### config.mk
export PLATFORM = sky130hd
export DESIGN_NAME = dual_dac_cmd_dec
export DESIGN_NICKNAME = d
export VERILOG_FILES = /design/src/rtl/dac_cmd_pkg.sv /design/src/rtl/dac_sync2.sv /design/src/rtl/dac_ser_ctrl.sv /design/src/rtl/dac_latch_path.sv /design/src/rtl/dual_dac_cmd_dec.sv
export SDC_FILE = /design/constraint.sdc
export NUM_CORES = 1
export LEC_CHECK = 0
export ABC_CLOCK_PERIOD_IN_PS = 2500
export BUFFER_PORTS_ARGS = -buffer_cell sky130_fd_sc_hd__buf_2
export CAP_MARGIN = 20
export CORE_MARGIN = 3
export CORE_UTILIZATION = 56
export DETAILED_ROUTE_END_ITERATION = 10
export PLACE_DENSITY = 0.81
export SYNTH_ARGS = -nofsm -noshare
export SYNTH_HDL_FRONTEND = slang
export SYNTH_HIERARCHICAL = 1
export SYNTH_SLANG_ARGS = --single-unit
export TNS_END_PERCENT = 50
### constraint.sdc
create_clock -name clk -period 2.5 [get_ports clk]
set_input_delay 0.5 -clock clk [delete_from_list [all_inputs] [get_ports clk]]
set_output_delay 0.5 -clock clk [all_outputs]
set_load 0.1 [all_outputs]
### src/rtl/dac_cmd_pkg.sv
`timescale 1ns/1ps
package dac_cmd_pkg;

  // Strobes from the serial control to the latch datapath.
  typedef struct packed {
    logic frameStart;
    logic shiftEn;
    logic shiftBit;
    logic commit;
  } ser_strobe_t;

  // Target code formed from {word[MSB], word[MSB-3]}.
  typedef enum logic [1:0] {
    SEL_B_AND_BUF = 2'b00,
    SEL_BUF_ONLY  = 2'b01,
    SEL_A_XFER_B  = 2'b10,
    SEL_CONTROL   = 2'b11
  } tgt_sel_e;

endpackage

### src/rtl/dac_sync2.sv
`timescale 1ns/1ps
module dac_sync2 #(
  parameter int WIDTH = 3,
  parameter int STAGES = 2,
  parameter logic [WIDTH-1:0] RST_VAL = '0
) (
  input  logic             clk,
  input  logic             rstN,
  input  logic [WIDTH-1:0] asyncIn,
  output logic [WIDTH-1:0] syncOut
);

  logic [WIDTH-1:0] stage [STAGES];

  genvar g;
  generate
    for (g = 0; g < STAGES; g++) begin : g_stage
      always_ff @(posedge clk or negedge rstN) begin
        if (!rstN) stage[g] <= RST_VAL;
        else if (g == 0) stage[g] <= asyncIn;
        else stage[g] <= stage[(g == 0) ? 0 : g-1];
      end
    end
  endgenerate

  assign syncOut = stage[STAGES-1];

endmodule

### src/rtl/dac_ser_ctrl.sv
`timescale 1ns/1ps
module dac_ser_ctrl
  import dac_cmd_pkg::*;
#(
  parameter int WORD_W = 16,
  parameter int SYNC_STAGES = 2
) (
  input  logic        clk,
  input  logic        rstN,
  input  logic        serClk,
  input  logic        serSelN,
  input  logic        serData,
  output ser_strobe_t stb
);

  localparam int CNT_W = $clog2(WORD_W + 1);
  localparam logic [CNT_W-1:0] FULL_CNT = CNT_W'(WORD_W);

  logic clkS, selS, dataS;
  logic clkPrev, selPrev;
  logic active, done;
  logic [CNT_W-1:0] bitCnt;
  logic sclkFall, selFall, selRise, shiftNow, commitNow;

  dac_sync2 #(.WIDTH(3), .STAGES(SYNC_STAGES), .RST_VAL(3'b010)) u_sync (
    .clk(clk),
    .rstN(rstN),
    .asyncIn({serClk, serSelN, serData}),
    .syncOut({clkS, selS, dataS})
  );

  assign sclkFall = clkPrev & ~clkS;
  assign selFall  = selPrev & ~selS;
  assign selRise  = ~selPrev & selS;

  assign shiftNow  = active & ~done & ~selS & sclkFall & (bitCnt < FULL_CNT);
  assign commitNow = active & ~done &
                     ((bitCnt == FULL_CNT) | (selRise & (bitCnt != '0)));

  always_ff @(posedge clk or negedge rstN) begin
    if (!rstN) begin
      clkPrev <= 1'b0;
      selPrev <= 1'b1;
      active  <= 1'b0;
      done    <= 1'b0;
      bitCnt  <= '0;
    end else begin
      clkPrev <= clkS;
      selPrev <= selS;
      if (selFall) begin
        active <= 1'b1;
        done   <= 1'b0;
        bitCnt <= '0;
      end else begin
        if (commitNow) done <= 1'b1;
        if (selRise) active <= 1'b0;
        if (shiftNow) bitCnt <= bitCnt + 1'b1;
      end
    end
  end

  always_comb begin
    stb.frameStart = selFall;
    stb.shiftEn    = shiftNow;
    stb.shiftBit   = dataS;
    stb.commit     = commitNow;
  end

endmodule

### src/rtl/dac_latch_path.sv
`timescale 1ns/1ps
module dac_latch_path
  import dac_cmd_pkg::*;
#(
  parameter int WORD_W = 16,
  parameter int CODE_W = 8,
  parameter int REF_W = 2
) (
  input  logic              clk,
  input  logic              rstN,
  input  ser_strobe_t       stb,
  output logic [CODE_W-1:0] chanA,
  output logic [CODE_W-1:0] chanB,
  output logic [CODE_W-1:0] holdBuf,
  output logic              fastMode,
  output logic              powerDown,
  output logic [REF_W-1:0]  refSel,
  output logic              updA,
  output logic              updB,
  output logic              updBuf,
  output logic              updCtl
);

  localparam int SEL_HI   = WORD_W - 1;
  localparam int SPD_POS  = WORD_W - 2;
  localparam int PWR_POS  = WORD_W - 3;
  localparam int SEL_LO   = WORD_W - 4;
  localparam int CODE_LSB = SEL_LO - CODE_W;

  logic [WORD_W-1:0] shReg;
  tgt_sel_e          selCode;
  logic [CODE_W-1:0] newCode;
  logic wrA, wrB, wrBuf, wrCtl;
  logic unusedPad;

  always_ff @(posedge clk or negedge rstN) begin
    if (!rstN) shReg <= '0;
    else if (stb.frameStart) shReg <= '0;
    else if (stb.shiftEn) shReg <= {shReg[WORD_W-2:0], stb.shiftBit};
  end

  assign selCode   = tgt_sel_e'({shReg[SEL_HI], shReg[SEL_LO]});
  assign newCode   = shReg[CODE_LSB +: CODE_W];
  assign unusedPad = ^shReg[CODE_LSB-1:REF_W];

  always_comb begin
    wrA = 1'b0; wrB = 1'b0; wrBuf = 1'b0; wrCtl = 1'b0;
    if (stb.commit) begin
      unique case (selCode)
        SEL_B_AND_BUF: begin wrB = 1'b1; wrBuf = 1'b1; end
        SEL_BUF_ONLY:  wrBuf = 1'b1;
        SEL_A_XFER_B:  begin wrA = 1'b1; wrB = 1'b1; end
        SEL_CONTROL:   wrCtl = 1'b1;
      endcase
    end
  end

  always_ff @(posedge clk or negedge rstN) begin
    if (!rstN) begin
      chanA     <= '0;
      chanB     <= '0;
      holdBuf   <= '0;
      fastMode  <= 1'b0;
      powerDown <= 1'b0;
      refSel    <= '0;
      updA      <= 1'b0;
      updB      <= 1'b0;
      updBuf    <= 1'b0;
      updCtl    <= 1'b0;
    end else begin
      updA   <= wrA;
      updB   <= wrB;
      updBuf <= wrBuf;
      updCtl <= wrCtl;
      if (wrA) chanA <= newCode;
      if (wrB) chanB <= (selCode == SEL_A_XFER_B) ? holdBuf : newCode;
      if (wrBuf) holdBuf <= newCode;
      if (wrCtl) refSel <= shReg[REF_W-1:0];
      if (stb.commit) begin
        fastMode  <= shReg[SPD_POS];
        powerDown <= shReg[PWR_POS];
      end
    end
  end

endmodule

### src/rtl/dual_dac_cmd_dec.sv
`timescale 1ns/1ps
module dual_dac_cmd_dec
  import dac_cmd_pkg::*;
#(
  parameter int WORD_W = 16,
  parameter int CODE_W = 8,
  parameter int SYNC_STAGES = 2
) (
  input  logic              clk,
  input  logic              rstN,
  input  logic              serClk,
  input  logic              serSelN,
  input  logic              serData,
  output logic [CODE_W-1:0] chanA,
  output logic [CODE_W-1:0] chanB,
  output logic [CODE_W-1:0] holdBuf,
  output logic              fastMode,
  output logic              powerDown,
  output logic [1:0]        refSel,
  output logic              updA,
  output logic              updB,
  output logic              updBuf,
  output logic              updCtl
);

  ser_strobe_t stb;

  dac_ser_ctrl #(.WORD_W(WORD_W), .SYNC_STAGES(SYNC_STAGES)) u_ctrl (
    .clk(clk), .rstN(rstN), .serClk(serClk), .serSelN(serSelN),
    .serData(serData), .stb(stb)
  );

  dac_latch_path #(.WORD_W(WORD_W), .CODE_W(CODE_W), .REF_W(2)) u_path (
    .clk(clk), .rstN(rstN), .stb(stb),
    .chanA(chanA), .chanB(chanB), .holdBuf(holdBuf),
    .fastMode(fastMode), .powerDown(powerDown), .refSel(refSel),
    .updA(updA), .updB(updB), .updBuf(updBuf), .updCtl(updCtl)
  );

endmodule

==> impl_metrics.py <==
metrics = {
    "global_route": {
        "grt_pass1_wl_mm": 7.54,
        "grt_util_all_layers_pct": 18.6,
        "grt_max_degree": 41,
        "grt_pass1_vias": 1533,
        "grt_overflow_total": 0,
        "antenna_found_initial": 0,
    },
    "synth": {
        "ys_types": 28,
        "synth-seq-cells": 63,
        "synthesis.instances": 191,
        "yosysTopAreaCellShare_pct": 55.6,
        "syn_nets": 200,
        "yosysWarnings": 6,
        "synth_area_leaders": "dfrtp_1, mux2_4, mux2i_1",
        "yosysTopAreaCell": "dfrtp_1",
        "synth.avg_cell_area_sq_um": 14.1,
        "ys_seq_area_share_pct": 58.5,
        "synth_area_sq_mm": 0.00270,
    },
    "clock_network": {
        "cts.sinks": 63,
        "clkTransAtPathRegs_ps": 80,
        "cts_buffers": 9,
        "postCtsSetupBuffers": 0,
        "clk_latency_ps": 350,
        "cts_buffer_depth": 2,
        "cts_resized": 0,
        "cts-hold-fix-buffers": 0,
        "cts_tree": "yes",
        "htreeDepth": 3,
        "root_buffer": "clkbuf_8",
    },
    "die": {
        "ioPinCount": 37,
        "row_count": 24,
        "core_region_area_sq_mm": 0.00450,
        "start_util_pct": 59.9,
        "die-area_sq_mm": 0.00569,
        "die_y_um": 75.4,
        "die_x_um": 75.4,
    },
    "routing": {
        "drtIter0Drc": 100,
        "postRouteAntennaNets": 0,
        "drc_errors": 0,
        "vias": 1545,
        "wl_mm": 4.61,
        "via_per_inst": 5.42,
        "wl_per_cell_um": 16.2,
        "dr.pass1.iters": 4,
    },
    "timing": {
        "final-hold-violation-count": 0,
        "finalMaxSlewViolations": 0,
        "finalCritPeriodShare_pct": 86.2,
        "hold_ws_ps": 128,
        "fmax_ghz": 0.464,
        "maxSlewHeadroom_pct": 43.7,
        "fin_worst_skew_ps": 15.5,
        "setup_viol": 0,
        "rsz0062_at_grt": "no",
        "fin_setup_tns_ps": 0,
        "period_minus_slack_ps": 2150,
        "fin_ws_ps": 345,
        "worst_pin_slew_ps": 845,
    },
    "setup_path": {
        "cp_max_fo": 9,
        "worstReg2RegStart": "u_ctrl/bitCnt[0]",
        "cp_data_arrival_time_ps": 2380,
        "cp-start-kind": "flop",
        "rrSetupSlack_ps": 350,
        "r2r_end": "u_path/chanB[7]",
        "worstSetupPathType": "reg2reg",
        "rr_worst_depth": 9,
        "crit_path_end_kind": "flop",
        "cp.required_ps": 2730,
    },
    "final_layout": {
        "nets": 237,
        "diodes": 0,
        "fill_cells": 311,
        "drive_above_1_share_pct": 42.5,
        "area_growth_pct": 15.6,
    },
    "flow_run": {
        "maxCapViolations": 0,
    },
    "place": {
        "gp_congestion": 0.772,
        "port_buffers": 36,
        "dpl.hpwl_mm": 3.04,
        "dp_slack_ps": 367,
    },
    "min_path": {
        "hp-class": "in2async",
    },
    "power": {
        "max-vdd-ir-drop_uv": 521,
        "powerDensity_mw_per_mm2": 680,
        "power_leakage_uw": 0.00168,
    },
    "status": {
        "status": "complete, no violations",
    },
}
synthesized netlist by cell type:
master / instances
dfrtp_1: 60
mux2_4: 23
nor2_1: 20
mux2i_1: 17
mux2_2: 14
inv_1: 9
buf_4: 7
a21oi_1: 4
ha_1: 4
nand3_1: 4
buf_6: 3
dfstp_2: 3
nand2b_1: 3
buf_2: 2
clkbuf_1: 2
o21ai_0: 2
o31ai_1: 2
or4_1: 2
a41oi_1: 1
and2b_1: 1
and3_1: 1
buf_1: 1
nand3b_4: 1
nor2b_1: 1
nor3b_1: 1
nor4b_1: 1
o22ai_1: 1
or4b_1: 1
power breakdown:
group          internal [uW]  switching [uW]
Sequential              1030            8.48
Combinational           21.7            47.6
Clock                    614             398
Total                   1670             454
state kept, by name (all words and copies together) (netlist names), 2 cells and up:
register / cells
u_path/chanA: 8
u_ctrl/u_sync/stage: 3
u_ctrl/bitCnt: 5
u_ctrl/u_sync/syncOut: 3
u_path/refSel: 2
u_path/holdBuf: 8
u_path/shReg: 16
u_path/chanB: 8
layout make-up:
type	instances	area [sq um]	share of cell area, %
inverters	9	33.8	1.08
clock buffers	11	151	4.85
multi-input cells	104	981	31.4
repair buffers	41	230	7.37
well taps	52	65.1	2.08
clock inverters	5	80.1	2.57
flip-flops and latches	63	1580	50.6
critical path, stage by stage (launching register included):
cell and delay (ps):
dfrtp_1 410, inv_1 80, ha_1 140, nor3b_1 240, mux2i_1 290, nor2_1 70, buf_4 170, and2b_1 150
buf_4 180, mux2_4 310
per-stage QoR:
step           util, %  instance area, sq um  power [uW]  instances
2_1_floorplan        -                  2700        1100        191
3_3_place_gp      64.2                  2890        1130        269
3_5_place_dp      64.2                  2890        1130        269
4_1_cts           69.3                  3120        2140        285
5_1_grt           69.3                  3120        2200        285
6_report          69.3                  3120        2120        285
logic make-up after synthesis:
| group | count (synthesis) | share of synthesized area [%] |
|---|---|---|
| AO/OA/AOI/OAI | 10 | 2.22 |
| flip-flops | 63 | 58.5 |
| AND/OR/NAND/NOR | 36 | 7.23 |
| multiplexers | 54 | 24.9 |
| adder cells (fa/ha/maj) | 4 | 1.85 |
| buffers and inverters | 24 | 5.24 |
layer usage:
metal | track usage [%] | wire length (um)
met5 | 0 | 0
met3 | 7.26 | 200
met1 | 25.2 | 2150
met4 | 8.74 | 77
met2 | 26.5 | 2180
how the worst max path moves through the flow:
stage	from	end	slack [ps]
floorplan	u_ctrl/u_sync/syncOut[1]	u_path/shReg[0]	440
global placement	u_ctrl/bitCnt[0]	u_path/chanB[1]	450
detailed placement	u_ctrl/bitCnt[0]	u_path/chanB[6]	370
CTS	u_ctrl/bitCnt[0]	u_path/chanB[7]	330
global route	u_ctrl/bitCnt[0]	u_path/holdBuf[5]	250
finish	u_ctrl/bitCnt[0]	u_path/chanB[7]	350
cell usage in the layout, fill, tap and decap left out, types with 2 or more instances in the layout:
master	count
buf_4	4
nand2b_1	3
clkbuf_8	11
mux2_4	23
or4_1	2
nor2_1	19
mux2i_1	17
clkinvlp_4	2
dfrtp_1	60
dfstp_2	3
mux2_2	14
buf_2	36
o31ai_1	2
inv_1	9
ha_1	4
bufinv_16	2
nand3_1	4
a21oi_1	4
o21ai_0	2
Note: power is estimated with default switching activity, not from simulation.
